`src/rtl/lu_pkg.sv`:
```
package lu_pkg;
  // Number of source operands compared in decode.
  localparam int unsigned NSRC = 2;
  // Bit of the control word that marks a memory read.
  localparam int unsigned MEMRD_BIT = 0;

  typedef enum int unsigned {
    SRC_FIRST  = 0,
    SRC_SECOND = 1
  } src_sel_e;
endpackage

```
`src/rtl/lu_hazard_detect.sv`:
```
module lu_hazard_detect #(
  parameter int unsigned RW = 5,
  parameter int unsigned NSRC = 2
) (
  input  logic                     ld_read,
  input  logic [RW-1:0]            ld_dst,
  input  logic [NSRC-1:0][RW-1:0]  src,
  output logic                     hazard
);
  logic [NSRC-1:0] hit;

  for (genvar g = 0; g < NSRC; g++) begin : g_cmp
    assign hit[g] = (src[g] == ld_dst);
  end

  // Register zero is hard-wired, so a load into it creates no dependency.
  assign hazard = ld_read && (ld_dst != '0) && (|hit);
endmodule

```
`src/rtl/lu_pc_reg.sv`:
```
module lu_pc_reg #(
  parameter int unsigned PCW = 32,
  parameter int unsigned PC_STEP = 4
) (
  input  logic           clk,
  input  logic           rst,
  input  logic           we,
  output logic [PCW-1:0] pc
);
  localparam logic [PCW-1:0] STEP = PCW'(PC_STEP);

  always_ff @(posedge clk) begin
    if (rst)     pc <= '0;
    else if (we) pc <= pc + STEP;
  end
endmodule

```
`src/rtl/lu_dec_reg.sv`:
```
module lu_dec_reg #(
  parameter int unsigned RW = 5,
  parameter int unsigned CW = 8
) (
  input  logic          clk,
  input  logic          rst,
  input  logic          we,
  input  logic [RW-1:0] rs_in,
  input  logic [RW-1:0] rt_in,
  input  logic [CW-1:0] ctrl_in,
  output logic [RW-1:0] rs_q,
  output logic [RW-1:0] rt_q,
  output logic [CW-1:0] ctrl_q
);
  always_ff @(posedge clk) begin
    if (rst) begin
      rs_q   <= '0;
      rt_q   <= '0;
      ctrl_q <= '0;
    end else if (we) begin
      rs_q   <= rs_in;
      rt_q   <= rt_in;
      ctrl_q <= ctrl_in;
    end
  end
endmodule

```
`src/rtl/lu_ex_reg.sv`:
```
module lu_ex_reg #(
  parameter int unsigned RW = 5,
  parameter int unsigned CW = 8
) (
  input  logic          clk,
  input  logic          rst,
  input  logic          bubble,
  input  logic [RW-1:0] rt_in,
  input  logic [CW-1:0] ctrl_in,
  output logic [RW-1:0] rt_q,
  output logic [CW-1:0] ctrl_q
);
  always_ff @(posedge clk) begin
    if (rst) begin
      rt_q   <= '0;
      ctrl_q <= '0;
    end else begin
      rt_q   <= rt_in;
      ctrl_q <= bubble ? '0 : ctrl_in;
    end
  end
endmodule

```
`src/rtl/lu_stall_unit.sv`:
```
module lu_stall_unit #(
  parameter int unsigned RW = 5,
  parameter int unsigned CW = 8,
  parameter int unsigned PCW = 32,
  parameter int unsigned PC_STEP = 4
) (
  input  logic           clk,
  input  logic           rst,
  input  logic [RW-1:0]  fetch_rs,
  input  logic [RW-1:0]  fetch_rt,
  input  logic [CW-1:0]  fetch_ctrl,
  output logic [PCW-1:0] pc,
  output logic           pc_write,
  output logic           dec_write,
  output logic           stall,
  output logic [RW-1:0]  dec_rs,
  output logic [RW-1:0]  dec_rt,
  output logic [CW-1:0]  dec_ctrl,
  output logic [CW-1:0]  ex_ctrl,
  output logic [RW-1:0]  ex_rt
);
  import lu_pkg::*;

  logic [NSRC-1:0][RW-1:0] dec_src;
  logic hazard;

  assign dec_src[SRC_FIRST]  = dec_rs;
  assign dec_src[SRC_SECOND] = dec_rt;

  lu_hazard_detect #(.RW(RW), .NSRC(NSRC)) u_detect (
    .ld_read (ex_ctrl[MEMRD_BIT]),
    .ld_dst  (ex_rt),
    .src     (dec_src),
    .hazard  (hazard)
  );

  assign stall     = hazard;
  assign pc_write  = !hazard;
  assign dec_write = !hazard;

  lu_pc_reg #(.PCW(PCW), .PC_STEP(PC_STEP)) u_pc (
    .clk (clk),
    .rst (rst),
    .we  (pc_write),
    .pc  (pc)
  );

  lu_dec_reg #(.RW(RW), .CW(CW)) u_dec (
    .clk     (clk),
    .rst     (rst),
    .we      (dec_write),
    .rs_in   (fetch_rs),
    .rt_in   (fetch_rt),
    .ctrl_in (fetch_ctrl),
    .rs_q    (dec_rs),
    .rt_q    (dec_rt),
    .ctrl_q  (dec_ctrl)
  );

  lu_ex_reg #(.RW(RW), .CW(CW)) u_ex (
    .clk     (clk),
    .rst     (rst),
    .bubble  (hazard),
    .rt_in   (dec_rt),
    .ctrl_in (dec_ctrl),
    .rt_q    (ex_rt),
    .ctrl_q  (ex_ctrl)
  );
endmodule

```
`config.mk`:
```
export PLATFORM = sky130hd
export DESIGN_NAME = lu_stall_unit
export DESIGN_NICKNAME = d
export VERILOG_FILES = /design/src/rtl/lu_pkg.sv /design/src/rtl/lu_hazard_detect.sv /design/src/rtl/lu_pc_reg.sv /design/src/rtl/lu_dec_reg.sv /design/src/rtl/lu_ex_reg.sv /design/src/rtl/lu_stall_unit.sv
export SDC_FILE = /design/constraint.sdc
export NUM_CORES = 1
export LEC_CHECK = 0
export ABC_AREA = 0
export BUFFER_PORTS_ARGS = -buffer_cell sky130_fd_sc_hd__buf_2
export CAP_MARGIN = 10
export CORE_ASPECT_RATIO = 0.6
export CORE_UTILIZATION = 51
export DETAILED_ROUTE_END_ITERATION = 16
export PLACE_DENSITY = 0.82
export SLEW_MARGIN = 15
export SYNTH_ARGS = -nofsm -noshare
export SYNTH_HDL_FRONTEND = slang
export SYNTH_SLANG_ARGS = --single-unit
```
`constraint.sdc`:
```
create_clock -name clk -period 2.3 [get_ports clk]
set_input_delay 0.46 -clock clk [delete_from_list [all_inputs] [get_ports clk]]
set_output_delay 0.46 -clock clk [all_outputs]
set_load 0.005 [all_outputs]
```
; After elaboration in Yosys (flattened, before gate mapping)
; Index checks and enable logic that the tools add are counted.
[op_classes]
add_sub_neg = 1
n_eq_ne = 2
n_reduce_logical = 6
[op_table]
columns = op, count
row1 = $add A32 B3 Y32 const B, 1
row2 = $eq A5 B5 Y1, 2
row3 = $reduce_bool A5 Y1, 1
row4 = $reduce_or A2 Y1, 2
row5 = $logic_and A1 B1 Y1, 2
row6 = $logic_not A1 Y1, 1
[totals]
reg_bits = 63

; Longest topological paths before layout
; Gate-level depths: netlist of the first run.
[logic_depth]
ltp_word = 4
mapped_depth = 8
depth_no_buf = 6

; Modules after synthesis
; A second synthesis of the first run with hierarchy kept.
[unflattened]
cells_unflattened = 270
area_unflattened_um2 = 2686.3
[modules_own_cells]
columns = mod, n_inst, cells_each, area_each_um2
row1 = lu_pc_reg, 1, 165, 1487.7
row2 = lu_dec_reg, 1, 58, 649.4
row3 = lu_ex_reg, 1, 28, 412.9
row4 = lu_hazard_detect, 1, 17, 125.1
row5 = lu_stall_unit, 1, 2, 11.3

; Worst setup path before layout of the first run
; OpenSTA, ideal clock, no wires.
[synth_timing]
path_kind = reg-to-reg
start = register u_ex.rt_q[1]
end = register u_pc.pc[16]
arrival_ns = 1.874
required_time_ns = 2.179
setup_slack_ns = 0.305
path_stages_with_launch = 7
path_buffers = 2
synth_period_minus_slack_ns = 1.995
cell_sequence = dfxtp_1 > or4_4 > o21a_4 > buf_2 > buf_6 > a21oi_1 > mux2_2
[synth_via]
elab_chain_cells = 3
[synth_rtl]
columns = item, line_no
row1 = "start, declared", lu_ex_reg.sv:10  ; output logic [RW-1:0] rt_q,
row2 = "start signal, assigned", lu_ex_reg.sv:18  ; rt_q <= rt_in;
row3 = $eq A5 B5 Y1 or $reduce_bool A5 Y1 (tied branches), "lu_hazard_detect.sv:13, lu_hazard_detect.sv:17"
row4 = $reduce_or A2 Y1 or $logic_and A1 B1 Y1 (tied branches), lu_hazard_detect.sv:17  ; assign hazard = ld_read && (ld_dst != '0) && (|hit);
row5 = $logic_and A1 B1 Y1 (*), lu_hazard_detect.sv:17
row6 = "end signal, assigned", lu_pc_reg.sv:14  ; else if (we) pc <= pc + STEP;
row7 = "end, declared", lu_pc_reg.sv:8  ; output logic [PCW-1:0] pc
; Every way passes the cells marked *; elsewhere a longest branch is shown, timed or not.
; A chain may end at the register's enable or synchronous reset.

; Final worst setup path of the first run
[layout_timing]
start = register u_ex.rt_q[1]
end = output port stall
[layout_via]
elab_chain_cells = 3
[layout_rtl]
columns = item, line_no
row1 = $eq A5 B5 Y1 or $reduce_bool A5 Y1 (tied branches), "lu_hazard_detect.sv:13, lu_hazard_detect.sv:17"
row2 = $reduce_or A2 Y1 or $logic_and A1 B1 Y1 (tied branches), lu_hazard_detect.sv:17
row3 = $logic_and A1 B1 Y1 (*), lu_hazard_detect.sv:17
row4 = "end, declared", lu_stall_unit.sv:15  ; output logic stall,
; Marked as above.

==> results of run 1 <==
[area by class of cell]
type | instances | area (µm²) | share of cell area (%)
Clock buffer | 11 | 141 | 3.94
Clock inverter | 5 | 50.0 | 1.39
Inverter | 3 | 13.8 | 0.384
Multi-Input combinational cell | 245 | 1580 | 43.9
Sequential cell | 61 | 1220 | 34.1
Tap cell | 66 | 82.6 | 2.30
Timing Repair Buffer | 93 | 503 | 14.0
[power breakdown]
| part | switching [mW] | internal, mW | total [mW] |
|---|---|---|---|
| Sequential | 0.0344 | 1.09 | 1.13 |
| Combinational | 0.172 | 0.107 | 0.279 |
| Clock | 0.403 | 0.522 | 0.926 |
[final timing paths]
| path | endpoint | from | slack [ns] |
|---|---|---|---|
| worst max-delay path | stall | u_ex.rt_q[1] | 0.05 |
| worst min-delay path | u_dec.rs_q[3] | fetch_rs[3] | 0.38 |
| worst max register to register | u_pc.pc[31] | u_ex.rt_q[1] | 0.06 |
| worst min register to register | u_dec.ctrl_q[3] | u_dec.ctrl_q[3] | 0.48 |
[critical path, stage by stage (launching register included)]
cell     delay, ns
dfxtp_1       0.36
or4_4         0.57
o21a_4        0.22
nand2_2       0.11
inv_4         0.08
buf_2         0.13
[placed cells by master (no fill, tap or decap), drive strengths merged, types with 2 or more instances in the layout]
master / n
a2111oi: 4
a211oi: 3
a21oi: 33
buf: 93
clkbuf: 11
clkinv: 4
conb: 2
dfxtp: 61
inv: 3
mux2: 28
nand2: 8
nand3: 37
nand4: 7
nor2: 33
nor2b: 31
nor3: 3
nor3b: 9
o211ai: 4
o21ai: 23
xnor2: 10
[metrics by stage]
| stage | power (mW) | hold slack (ns) |
|---|---|---|
| after floorplan | 1.31 | 0.468 |
| after global placement | 1.40 | 0.463 |
| after detailed placement | 1.41 | 0.474 |
| after CTS | 2.33 | 0.372 |
| after global routing | 2.43 | 0.390 |
| final | 2.33 | 0.384 |
[per-layer routing]
| layer | wire length (µm) | up-vias | part of all wire (%) | GRT usage [%] |
|---|---|---|---|---|
| met1 | 3460 | 1313 | 46 | 35.7 |
| li1 | - | 1337 | - | - |
| met4 | 92 | 0 | 1.2 | 8.61 |
| met3 | 470 | 8 | 6.3 | 6.45 |
| met2 | 3480 | 108 | 46 | 39.7 |
| met5 | 0 | - | 0 | 0 |
[sequential cells by signal, summed over array words and instances (netlist names)]
name,count
u_dec.rs_q,5
u_dec.ctrl_q,8
u_ex.rt_q,5
u_pc.pc,30
u_dec.rt_q,5
u_ex.ctrl_q,8
[repair_timing]
action / in CTS / in global routing
buffers inserted: 1 / 0
setup endpoints to repair: 1 / 4
pin swaps: 0 / 1
cloned: 0 / 0
resized for setup: 3 / 5
[logic make-up after synthesis]
| family | after synthesis | synth area share [%] |
|---|---|---|
| AND/OR/NAND/NOR | 133 | 24.1 |
| flip-flops | 61 | 42.1 |
| XOR/XNOR | 10 | 3.02 |
| adder cells (fa/ha/maj) | 1 | 0.431 |
| AO/OA/AOI/OAI | 71 | 14.5 |
| other | 1 | 0.129 |
| multiplexers | 28 | 10.9 |
| buffers and inverters | 30 | 4.92 |
==> metrics, run 1 <==
register area share after synthesis=42.1%; status=finished, final reports clean; clk buf depth=2; worst path arrival time=1.79 ns; EDFF count, synth=0; share of cells above drive strength 1=32.5%; YS warnings=0; normalized max-slew margin=63.1%; Power per Cell Area=649 mW/mm²; core area=0.00526 mm²; top cell type's share of synthesized area=42.1%; ranking of synthesized cells by area=dfxtp_1 (42%), nor2b_1 (6.7%), nand3_1 (6.4%), mux2_2 (6.2%), a21oi_1 (5.7%); Final Util=68.3%; Post-Syn Area per Cell=8.66 µm²; FFs w/ async S/R, synth=0%; router iterations before antenna repair=5; worst setup margin=0.0529 ns; Non-Filler Instances=484; kind of critical path=register to output pin; vias per cell=5.71; diode count=0; top_reg_cell synth=dfxtp_1; GP Congestion=0.835; fin crit share=97.7%; Synth top cells by count=dfxtp_1 (61), nand3_1 (37), a21oi_1 (33), nor2_1 (33), nor2b_1 (31); DP HPWL=5120 µm; pin count of the biggest net entering global routing=90; Synth-to-Final Area Change=23.7%; drt wl/cell=15.5 µm; WHS Path Cells=3; Ports=86; Port Buffer Count=83; clock latency on the worst-skew pair=0.34 ns; Peak VDD IR=414 µV; Tmin final=2.25 ns; CTS Buf Count=9; placed cell area=0.00336 mm²; clock-pin transition on the worst setup and hold timing paths=0.07 ns; required time worst endpoint=1.84 ns; Initial Util=55.2%; first-pass GRT wire length=11800 µm; Slew Viols, Final=0; setup TNS=0 ns; gr usage total=25.7%; DRT iter0 DRCs=128; routed vias=2766; Hold Path Class=input pin to register; cell accounting for the most synthesized area=dfxtp_1; dpl ws=0.135 ns; DRC viols=0; Die Wd=99.4 µm; Startpoint Class=register; Fin. Hold Viols=0; max-cap violation count=0; FILL cells=430; crit-path max FO=9; FP Rows=20; Mapped Area=0.00290 mm²; fin area=0.00359 mm²; #FFs+latches synth=61; WL final=7500 µm; vias in the first global route=2367; Root Buffer Master=clkbuf_8; Peak Freq=445 MHz; worst-case clock skew=0.00504 ns; Die Y=60.4 µm; worst r2r path cells=5; Cells after DPL=467; top-count cell post-synth=dfxtp_1; Post-CTS Hold Fix Bufs=0; Yosys cell types=36; grt ovf=0; CTS Sinks=61; CTS tree=built; crit end category=output pin; Total Die Area=0.00600 mm²; final setup fails=0; Pleak=1.56 nW; cells after synthesis=335; Routed Antenna Nets=0; H-tree depth=3; # nets final=434; initial antenna violation count=0; Worst-Margin Slew=0.554 ns
Power figures use the tool's default switching activity.
==> run 2: changes to the inputs <==
- SETUP_SLACK_MARGIN: default -> 0.2
==> run 2 against run 1 <==
  * Global-route usage rose by 2.1 points
  * Sequential cell count unchanged
  * Die area unchanged
  * Total power grew 1.7%
  * Sequential share of layout area shrank 1.7 points
  * Critical endpoint unchanged
  * Highest routed layer unchanged
==> metrics, run 2 (synthesis results as in run 1) <==
status=finished, final reports clean (unchanged); FP Rows=20 (unchanged); worst r2r path cells=5 (unchanged); H-tree depth=3 (unchanged); most flop-heavy register=u_pc.pc (unchanged); Root Buffer Master=clkbuf_8 (unchanged); Initial Util=55.2% (unchanged); router iterations before antenna repair=5 (unchanged); vias per cell=5.86 (was 5.71); commonest non-fill, non-tap cell in the layout=buf_2 (unchanged); Synth-to-Final Area Change=30.4% (was 23.7%); DP HPWL=5120 µm (unchanged); max reg flops=30 (unchanged); drt wl/cell=16.6 µm (was 15.5 µm); Power per Cell Area=626 mW/mm² (was 649 mW/mm²); clock latency on the worst-skew pair=0.33 ns (was 0.34 ns); Die Y=60.4 µm (unchanged); clk buf depth=2 (unchanged); pin count of the biggest net entering global routing=90 (unchanged); Post-CTS Hold Fix Bufs=0 (unchanged); final setup fails=0 (unchanged); Tmin final=2.12 ns (was 2.25 ns); WL final=8160 µm (was 7500 µm); Final Power=2.37 mW (was 2.33 mW); Port Buffer Count=83 (unchanged); first-pass GRT wire length=12600 µm (was 11800 µm); core area=0.00526 mm² (unchanged); # nets final=440 (was 434); hold path startpoint=fetch_rs[3] (unchanged); DRC viols=0 (unchanged); Hold Path Class=input pin to register (unchanged); reg2reg end=u_pc.pc[31] (unchanged); WHS Path Cells=3 (unchanged); CTS Buf Count=9 (unchanged); register area=0.00123 mm² (was 0.00122 mm²); clock-pin transition on the worst setup and hold timing paths=0.07 ns (about the same); crit end category=output pin (unchanged); FF-to-FF Start=u_ex.rt_q[1] (unchanged); Peak Freq=472 MHz (was 445 MHz); crit-path max FO=3 (was 9); Startpoint Class=register (unchanged); required time worst endpoint=1.84 ns (about the same); Die Wd=99.4 µm (unchanged); worst-case clock skew=0.00704 ns (was 0.00504 ns); gr usage total=27.8% (was 25.7%); fin crit share=92.2% (was 97.7%); GP Congestion=0.835 (unchanged); CTS Sinks=61 (unchanged); routed vias=2870 (was 2766); worst setup margin=0.180 ns (was 0.0529 ns); share of cells above drive strength 1=37.5% (was 32.5%); Slew Viols, Final=0 (unchanged); vias in the first global route=2483 (was 2367); Peak VDD IR=410 µV (was 414 µV); Regs by FF count=u_pc.pc x30, u_dec.ctrl_q x8, u_ex.ctrl_q x8 (unchanged); Worst R2R Setup Slack=0.22 ns (was 0.06 ns); initial antenna violation count=0 (unchanged); Multi-input gate area=0.00170 mm² (was 0.00158 mm²); Ports=86 (unchanged); Pleak=1.61 nW (was 1.56 nW); Total Die Area=0.00600 mm² (unchanged); max-cap violation count=0 (unchanged); grt ovf=0 (unchanged); FILL cells=385 (was 430); diode count=0 (unchanged); Routed Antenna Nets=0 (unchanged); CTS tree=built (unchanged); RSZ-0062 raised after global routing=true; DRT iter0 DRCs=163 (was 128); most frequent cells in the layout=buf_2 (82), dfxtp_1 (57), nand3_1 (33) (was buf_2 (83), dfxtp_1 (60), nand3_1 (37)); worst path arrival time=1.66 ns (was 1.79 ns); setup TNS=0 ns (unchanged); dpl ws=0.135 ns (unchanged); worst hold endpoint=u_dec.rs_q[3] (unchanged); kind of critical path=register to output pin (unchanged); Fin. Hold Viols=0 (unchanged)
[run 2: changes by cell type in the layout (fill, tap and decap cells not counted), sizes merged]
cell	change
buf	+6
[run 2: power breakdown]
group / leakage, nW / switching [mW] / internal (mW) / total, mW
Sequential: 0.500 / 0.0341 / 1.09 / 1.13
Combinational: 1.01 / 0.195 / 0.119 / 0.313
Clock: 0.103 / 0.407 / 0.523 / 0.930
[run 2: how the worst max path moves through the flow]
stage / from / end / slack (ns)
floorplan: u_ex.rt_q[1] / u_pc.pc[16] / 0.30
global placement: u_ex.rt_q[1] / u_pc.pc[31] / 0.24
detailed placement: u_ex.rt_q[1] / u_pc.pc[31] / 0.14
CTS: u_ex.rt_q[2] / stall / 0.15
global route: u_ex.rt_q[2] / stall / 0.12
finish: u_ex.rt_q[1] / stall / 0.18
[run 2: metrics by stage]
stage | instance area, µm² | instances | hold WS (ns) | utilization, %
3_3_place_gp | 3360 | 467 | 0.463 | 63.9
6_report | 3780 | 490 | 0.390 | 72.0
5_1_grt | 3780 | 490 | 0.387 | 72.0
3_5_place_dp | 3360 | 467 | 0.474 | 63.9
2_1_floorplan | 2910 | 336 | 0.468 | -
4_1_cts | 3700 | 489 | 0.372 | 70.4
[run 2: critical path, stage by stage, from the launching register on]
cell and delay (ns):
dfxtp_2 0.32, or4_4 0.53, o21a_4 0.23, nand2_4 0.10, inv_6 0.05, buf_6 0.10
[run 2: final cells by class]
type / instances / area share, %
clock inverter: 5 / 1.32
sequential: 61 / 32.4
timing repair buffer: 99 / 15.1
inverter: 3 / 0.430
multi-input combinational: 245 / 44.9
clock buffer: 11 / 3.74
tap: 66 / 2.18
[run 2: routing by layer]
| metal | GRT usage, % | wire length (µm) |
|---|---|---|
| met5 | 0 | 0 |
| met4 | 12.2 | 135 |
| met3 | 6.80 | 638 |
| met2 | 43.6 | 3890 |
| met1 | 37.4 | 3500 |
[run 2: what timing repair did]
item,4_1_cts,5_1_grt
endpoints found under the setup margin,6,26
setup buffers,6,1
pin swaps,3,7
resized for setup,18,19
